`src/rtl/spi_frame_pkg.sv`:
```
package spi_frame_pkg;

   localparam int DEF_CMD_W       = 8;
   localparam int DEF_DATA_W      = 16;
   localparam int DEF_SYNC_STAGES = 2;

   // width needed to hold the values 0..n
   function automatic int cnt_width(input int n);
      return (n < 2) ? 1 : $clog2(n + 1);
   endfunction

endpackage

```
`src/rtl/spi_sync.sv`:
```
module spi_sync #(
   parameter int   STAGES  = 2,
   parameter logic RST_VAL = 1'b0
) (
   input  logic clk,
   input  logic rst_n,
   input  logic d_i,
   output logic q_o
);

   if (STAGES < 2) begin : g_bad_stages
      $error("spi_sync: STAGES must be at least 2");
   end

   logic [STAGES-1:0] chain_q;

   for (genvar s = 0; s < STAGES; s++) begin : g_stage
      if (s == 0) begin : g_first
         always_ff @(posedge clk or negedge rst_n) begin
            if (!rst_n) chain_q[0] <= RST_VAL;
            else        chain_q[0] <= d_i;
         end
      end else begin : g_next
         always_ff @(posedge clk or negedge rst_n) begin
            if (!rst_n) chain_q[s] <= RST_VAL;
            else        chain_q[s] <= chain_q[s-1];
         end
      end
   end

   assign q_o = chain_q[STAGES-1];

endmodule

```
`src/rtl/spi_shift_ctl.sv`:
```
module spi_shift_ctl #(
   parameter int FRAME_W = 24
) (
   input  logic               clk,
   input  logic               rst_n,
   input  logic               cs_s,
   input  logic               sclk_s,
   input  logic               din_s,
   output logic               load_o,
   output logic [FRAME_W-1:0] frame_o
);

   import spi_frame_pkg::*;

   localparam int CNT_W = cnt_width(FRAME_W);
   localparam logic [CNT_W-1:0] LAST_BIT = CNT_W'(FRAME_W - 1);
   localparam logic [CNT_W-1:0] FULL     = CNT_W'(FRAME_W);

   if (FRAME_W < 2) begin : g_bad_frame
      $error("spi_shift_ctl: FRAME_W must be at least 2");
   end

   logic               sclk_d;
   logic               fall;
   logic [CNT_W-1:0]   cnt_q;
   logic [FRAME_W-2:0] shreg_q;
   logic               take;

   always_ff @(posedge clk or negedge rst_n) begin
      if (!rst_n) sclk_d <= 1'b0;
      else        sclk_d <= sclk_s;
   end

   assign fall   = sclk_d & ~sclk_s;
   assign take   = fall & ~cs_s & (cnt_q != FULL);
   assign load_o = take & (cnt_q == LAST_BIT);
   assign frame_o = {shreg_q, din_s};

   always_ff @(posedge clk or negedge rst_n) begin
      if (!rst_n) begin
         cnt_q   <= '0;
         shreg_q <= '0;
      end else if (cs_s) begin
         cnt_q   <= '0;
      end else if (take) begin
         cnt_q   <= cnt_q + 1'b1;
         shreg_q <= {shreg_q[FRAME_W-3:0], din_s};
      end
   end

   assert_cnt_bound_R4: assert property (@(posedge clk) disable iff (!rst_n)
      cnt_q <= FULL);

   assert_cnt_clear_R5: assert property (@(posedge clk) disable iff (!rst_n)
      cs_s |=> (cnt_q == '0));

   assert_no_load_when_full_R4: assert property (@(posedge clk) disable iff (!rst_n)
      (cnt_q == FULL) |-> !load_o);

   assert_load_single_R3: assert property (@(posedge clk) disable iff (!rst_n)
      load_o |=> !load_o);

endmodule

```
`src/rtl/spi_clr_track.sv`:
```
module spi_clr_track (
   input  logic clk,
   input  logic rst_n,
   input  logic cs_s,
   input  logic clr_s,
   output logic hit_o
);

   logic seen_q;

   always_ff @(posedge clk or negedge rst_n) begin
      if (!rst_n)      seen_q <= 1'b0;
      else if (cs_s)   seen_q <= 1'b0;
      else if (!clr_s) seen_q <= 1'b1;
   end

   // include a clear that is low in the very cycle of the hand-over
   assign hit_o = seen_q | ~clr_s;

   assert_clr_capture_R7: assert property (@(posedge clk) disable iff (!rst_n)
      (!cs_s && !clr_s) |=> seen_q);

   assert_clr_drop_R7: assert property (@(posedge clk) disable iff (!rst_n)
      cs_s |=> !seen_q);

endmodule

```
`src/rtl/spi_frame_rx.sv`:
```
module spi_frame_rx #(
   parameter int CMD_W       = spi_frame_pkg::DEF_CMD_W,
   parameter int DATA_W      = spi_frame_pkg::DEF_DATA_W,
   parameter int SYNC_STAGES = spi_frame_pkg::DEF_SYNC_STAGES
) (
   input  logic              clk,
   input  logic              rst_n,
   input  logic              cs_n_i,
   input  logic              sclk_i,
   input  logic              din_i,
   input  logic              clr_n_i,
   output logic              frm_valid_o,
   output logic [CMD_W-1:0]  frm_cmd_o,
   output logic [DATA_W-1:0] frm_data_o,
   output logic              frm_clr_o
);

   localparam int FRAME_W = CMD_W + DATA_W;

   if (CMD_W < 1 || DATA_W < 1) begin : g_bad_fields
      $error("spi_frame_rx: CMD_W and DATA_W must be positive");
   end

   logic cs_s, sclk_s, din_s, clr_s;
   logic load;
   logic clr_hit;
   logic [FRAME_W-1:0] frame;

   spi_sync #(.STAGES(SYNC_STAGES), .RST_VAL(1'b1)) i_sync_cs (
      .clk(clk), .rst_n(rst_n), .d_i(cs_n_i), .q_o(cs_s));
   spi_sync #(.STAGES(SYNC_STAGES), .RST_VAL(1'b0)) i_sync_sclk (
      .clk(clk), .rst_n(rst_n), .d_i(sclk_i), .q_o(sclk_s));
   spi_sync #(.STAGES(SYNC_STAGES), .RST_VAL(1'b0)) i_sync_din (
      .clk(clk), .rst_n(rst_n), .d_i(din_i), .q_o(din_s));
   spi_sync #(.STAGES(SYNC_STAGES), .RST_VAL(1'b1)) i_sync_clr (
      .clk(clk), .rst_n(rst_n), .d_i(clr_n_i), .q_o(clr_s));

   spi_shift_ctl #(.FRAME_W(FRAME_W)) i_shift (
      .clk(clk), .rst_n(rst_n), .cs_s(cs_s), .sclk_s(sclk_s), .din_s(din_s),
      .load_o(load), .frame_o(frame));

   spi_clr_track i_clr (
      .clk(clk), .rst_n(rst_n), .cs_s(cs_s), .clr_s(clr_s), .hit_o(clr_hit));

   always_ff @(posedge clk or negedge rst_n) begin
      if (!rst_n) begin
         frm_valid_o <= 1'b0;
         frm_cmd_o   <= '0;
         frm_data_o  <= '0;
         frm_clr_o   <= 1'b0;
      end else begin
         frm_valid_o <= load;
         if (load) begin
            frm_cmd_o  <= frame[FRAME_W-1:DATA_W];
            frm_data_o <= frame[DATA_W-1:0];
            frm_clr_o  <= clr_hit;
         end
      end
   end

   assert_strobe_width_R3: assert property (@(posedge clk) disable iff (!rst_n)
      frm_valid_o |=> !frm_valid_o);

   assert_fields_hold_R8: assert property (@(posedge clk) disable iff (!rst_n)
      !frm_valid_o |-> ($stable(frm_cmd_o) && $stable(frm_data_o) && $stable(frm_clr_o)));

   assert_strobe_in_window_R3: assert property (@(posedge clk) disable iff (!rst_n)
      frm_valid_o |-> $past(!cs_s));

endmodule

```
`config.mk`:
```
export PLATFORM = sky130hd
export DESIGN_NAME = spi_frame_rx
export DESIGN_NICKNAME = d
export VERILOG_FILES = /design/src/rtl/spi_frame_pkg.sv /design/src/rtl/spi_sync.sv /design/src/rtl/spi_shift_ctl.sv /design/src/rtl/spi_clr_track.sv /design/src/rtl/spi_frame_rx.sv
export SDC_FILE = /design/constraint.sdc
export NUM_CORES = 1
export LEC_CHECK = 0
export BUFFER_PORTS_ARGS = -buffer_cell sky130_fd_sc_hd__buf_4
export CAP_MARGIN = 10
export CORE_UTILIZATION = 50
export DETAILED_ROUTE_END_ITERATION = 7
export GPL_ROUTABILITY_DRIVEN = 1
export HOLD_SLACK_MARGIN = 0.03
export PLACE_DENSITY = 0.68
export SYNTH_ARGS = -nofsm -noshare
export SYNTH_HDL_FRONTEND = slang
export SYNTH_SLANG_ARGS = --single-unit
```
`constraint.sdc`:
```
create_clock -name clk -period 2.4 [get_ports clk]
set_clock_uncertainty 0.1 [all_clocks]
set_input_delay 0.24 -clock clk [delete_from_list [all_inputs] [get_ports clk]]
set_output_delay 0.24 -clock clk [all_outputs]
set_load 0.05 [all_outputs]
```
# After elaboration in Yosys (flattened, before gate mapping)
# Index checks and enable logic that the tools add are counted.
# totals
regBits	64
in_bits	6
output_inout_bits	26
word_cells	34
# classes
add_sub_neg	1
eq_ne	3
muxes	4
n_bitwise	8
n_reduce_logical	2
# ops
op	count
$mux 5	2
$add 5x1->5 const B	1
$eq 5x5->1 const B	1
$ne 5x5->1 const B	1
$and 1x1->1	4
$not 1->1	3
$mux 1	2
$ne 2x2->1 const B	1
$reduce_and 2->1	1
$reduce_bool 2->1	1
$or 1x1->1	1

# Depth between registers and ports, before layout
# depth
word_depth	6
depth_mapped	6
depth_no_buf	5

# Cells and area by module
# From an unflattened synthesis, not the netlist that was laid out.
# unflattened
hier_cells	149
area_unflattened_um2	2514.9
# by_module_without_submodules
mod	instances	cells_each	area_each_um2	seq_area_each_um2
spi_shift_ctl	1	84	1198.6	725.7
spi_frame_rx	1	54	1058.5	650.6
spi_sync (i_sync_clr ...)	2	2	52.6	52.6
spi_sync (i_sync_din ...)	2	2	50.0	50.0
spi_clr_track	1	3	52.6	25.0

# Least setup slack after synthesis
# Ideal clock, no wire load.
# synth_timing
path_kind	register to register
startpoint	reg i_sync_sclk.chain_q[1] (netlist: i_sync_sclk.q_o)
endpoint	reg frm_cmd_o[7]
setup_ns	0.125
arrival_time_ns	1.480
required_ns	2.175
setup_slack_ns	0.695
path_stages_with_launch	5
n_path_buf	1
synth_period_minus_slack_ns	1.705
cell_sequence	dfrtp_1 nand4bb_4 nor3_4 buf_6 mux2_2
# synth_between
elab_chain_len	5
# synth_rtl
item	line	rtl
start, declared	spi_sync.sv:15	logic [STAGES-1:0] chain_q;
start signal, assigned by index	spi_sync.sv:26	else chain_q[s] <= chain_q[s-1];
$not 1->1	spi_shift_ctl.sv:34	assign fall = sclk_d & ~sclk_s;
$and 1x1->1	spi_shift_ctl.sv:34	
$and 1x1->1 (2 in series)	spi_shift_ctl.sv:35	assign take = fall & ~cs_s & (cnt_q != FULL);
$and 1x1->1	spi_shift_ctl.sv:36	assign load_o = take & (cnt_q == LAST_BIT);
end signal, assigned	spi_frame_rx.sv:54	frm_cmd_o <= frame[FRAME_W-1:DATA_W];
end, declared	spi_frame_rx.sv:13	output logic [CMD_W-1:0] frm_cmd_o,
# Every way passes these cells.
# A chain may end at the register's enable or synchronous reset.

# Final worst setup path
# layout_timing
startpoint	reg i_shift.cnt_q[0]
endpoint	reg i_shift.shreg_q[4]
# layout_between
elab_chain_len	3
# layout_rtl
item	line	rtl
start, declared	spi_shift_ctl.sv:25	logic [CNT_W-1:0] cnt_q;
start signal, assigned	spi_shift_ctl.sv:46	cnt_q <= cnt_q + 1'b1;
$ne 5x5->1	spi_shift_ctl.sv:35	
$and 1x1->1	spi_shift_ctl.sv:35	
$reduce_and 2->1 (no source line)	n/a	
end signal, assigned	spi_shift_ctl.sv:47	shreg_q <= {shreg_q[FRAME_W-3:0], din_s};
end, declared	spi_shift_ctl.sv:26	logic [FRAME_W-2:0] shreg_q;
# Every way passes these cells.

==> impl_metrics.toml <==
[synthesis]
ys_ff_latch = 64
synth_edf_count = 0
synth_warnings = 0
synth-seq-area-share = 0.668
synth_nets = 151
syn_area_per_cell_um2 = 16.8
synth.area.top_cells = "dfrtp_1, mux2_2, dfstp_2"
synth_top_area_share = 0.625
synthCells = 143
synth_top_area_cell = "dfrtp_1"
synthFlopType = "dfrtp_1"
ys_types = 22
synth_area_um2 = 2400
postSynth.asyncResetShare = 1.00

[cells_and_area]
fin_nets = 196
syn_to_final_growth_pct = 22.4
seq_area_um2 = 1610
drive_above_1_share = 0.549
antenna_cells = 0
stdcell_area_um2 = 2940
fillers = 324
multi_input_area_um2 = 744
final_util = 0.657

[global_routing]
antenna_found_initial = 0
grtUsageMet1 = 0.186
grt_pass1_wl_mm = 6.11
globalRouteMet3Util = 0.0464
grt-busiest-layer = "met2"
track_usage = 0.162
gr-total-overflow = 0
grt_max_degree = 65
grt_pass1_vias = 1385
grt_use_met2 = 0.260

[floorplan]
fp-row-count = 24
die_w_um = 71.3
ios = 32
initial_core_util = 0.537
core_um2 = 4470
die_area_um2 = 5090
die_y_um = 71.3

[timing]
slew_headroom = 0.490
setup_tns_ns = 0
fmax_ghz = 0.516
hold_violations = 0
tightest_slew_ns = 0.765
fin_crit_sh = 0.807
drv_slew = 0
setup_viol = 0
rsz0062_at_grt = "false"
min_period_ns = 1.94

[setup_path]
worstSetupEndpointType = "flip-flop"
critPathRequiredTime_ns = 2.51
critPathTopFamily = "simple AND/OR/NAND/NOR gates"
max_stage_delay_ns = 0.49
startpoint_type = "flip-flop"
path_buf_inv = 1
critPathArrivalTime_ns = 2.05
path_max_fanout = 25
path_cells = "inv_1 > ha_1 > nand4b_1 > nand2_2 > mux2_2"
cp_slowest_cell = "nand2_2"
crit_type = "flip-flop to flip-flop"

[detailed_routing]
antenna_left = 0
wl_per_cell_um = 14.3
drt_wl_total_mm = 3.50
remaining_drc_errors = 1
num_vias = 1267
vias_per_cell = 5.17
drt-initial-drc-count = 67
first_pass_iters = 5

[clocking]
h-tree-depth = 3
cts-root-buf = "clkbuf_8"
numCtsBuffers = 9
ctsResizeCount = 0
cts_sinks = 64
cts_tree = "done"
clk_pin_slew_ns = 0.06
insertion_delay_ns = 0.33
clockBufferDepth = 2

[power]
power_w = 0.00231
vdd_drop_max_mv = 0.446
pwr_density_cell_nw_per_um2 = 786
p_leak_nw = 1.49

[placement]
io_buffers = 31
hpwl_mm = 2.28
placed_area_um2 = 2670
gp_congestion = 0.714

[job]
cap_violations = 0

[hold_path]
hold_class = "flip-flop to flip-flop"

[outcome]
outcome = "finished, violations left"
violations = "DRC"
## what timing repair did
action	in CTS	in global routing
setup buffers	0	0
setup endpoints to repair	0	0
endpoints found under the hold margin	64	0
hold buffers	5	0
## final cells by class
cell class | count | share of cell area
Clock inverter | 6 | 0.0281
Sequential cell | 64 | 0.546
Clock buffer | 10 | 0.0468
Tap cell | 52 | 0.0221
Inverter | 2 | 0.00255
Timing Repair Buffer | 38 | 0.101
Multi-Input combinational cell | 73 | 0.253
## per-layer routing
| layer | up-vias | part of all wire |
|---|---|---|
| li1 | 587 | - |
| met1 | 638 | 0.44 |
| met2 | 31 | 0.49 |
| met3 | 11 | 0.041 |
| met4 | 0 | 0.031 |
| met5 | - | 0 |
## per-stage QoR
stage	hold slack [ns]	cells	setup WS, ns
floorplan	-0.156	143	0.695
global placement	0.234	224	0.551
detailed placement	0.240	224	0.482
CTS	0.255	245	0.464
global route	0.257	245	0.332
finish	0.250	245	0.462
## cell families after synthesis
logic type,Yosys count,share of synthesized area
multiplexers,50,0.234
flip-flops,64,0.668
AO/OA/AOI/OAI,6,0.0156
adder cells (fa/ha/maj),2,0.0104
AND/OR/NAND/NOR,15,0.0500
buffers and inverters,6,0.0219
## synthesized netlist by cell type (2+ instances only)
| master | number |
|---|---|
| nand2b_1 | 2 |
| buf_6 | 4 |
| dfstp_2 | 4 |
| o21ai_0 | 3 |
| dfrtp_1 | 60 |
| mux2_2 | 49 |
| ha_1 | 2 |
| nand2_1 | 3 |
| inv_1 | 2 |
| and2b_1 | 2 |
## state kept, by name, summed over array words and instances, names as in the netlist
signal,cells
frm_clr_o,1
i_sync_sclk.q_o,1
i_sync_cs.q_o,1
i_shift.sclk_d,1
i_clr.seen_q,1
i_shift.cnt_q,5
frm_valid_o,1
i_sync_clr.chain_q,1
frm_cmd_o,8
i_shift.shreg_q,23
i_sync_clr.q_o,1
i_sync_din.q_o,1
i_sync_sclk.chain_q,1
i_sync_cs.chain_q,1
i_sync_din.chain_q,1
frm_data_o,16
## worst register-to-register path, cell delays in order, from the launching register on
cell and delay [ns]:
dfrtp_1 0.41, inv_1 0.09, ha_1 0.15, nand4b_1 0.17
nand2_2 0.49, mux2_2 0.41
## power by group
| part | internal, W | total (W) | switching [W] |
|---|---|---|---|
| logic | 0.0000672 | 0.000113 | 0.0000462 |
| registers | 0.00115 | 0.00120 | 0.0000504 |
| clock network | 0.000607 | 0.000993 | 0.000386 |
| total | 0.00183 | 0.00231 | 0.000483 |
## cell usage in the layout (no fill, tap or decap)
master         synthesis  routed
dfrtp_1               60      60
mux2_2                49      49
buf_4                  0      33
clkbuf_8               0      10
dlygate4sd3_1          0       5
dfstp_2                4       4
nand2_1                3       3
o21ai_0                3       3
clkinv_2               0       3
inv_1                  2       2
nand2b_1               2       2
and2b_1                2       2
ha_1                   2       2
bufinv_16              0       2
nand4bb_4              1       1
nor3_4                 1       1
nor3b_1                1       1
nand4b_1               1       1
nand2_2                1       1
or3_1                  1       1
a21oi_1                1       1
nand3_1                1       1
mux2i_1                1       1
nor2_1                 1       1
a211o_2                1       1
o31ai_1                1       1
clkinvlp_4             0       1
## path summary, 6_finish.rpt
path | startpoint | endpoint | slack (ns) | depth (start not counted)
setup / recovery | i_shift.cnt_q[0] | i_shift.shreg_q[4] | 0.46 | 5
max in group asynchronous | rst_n | i_sync_sclk.chain_q[0] | 1.25 | 2
min in group asynchronous | rst_n | i_shift.cnt_q[2] | 0.44 | 2
hold / removal | i_sync_din.chain_q[0] | i_sync_din.q_o | 0.25 | 0
setup reg to reg | i_shift.cnt_q[0] | i_shift.shreg_q[4] | 0.46 | 5
hold reg to reg | i_sync_din.chain_q[0] | i_sync_din.q_o | 0.25 | 0
Power figures use the tool's default switching activity.
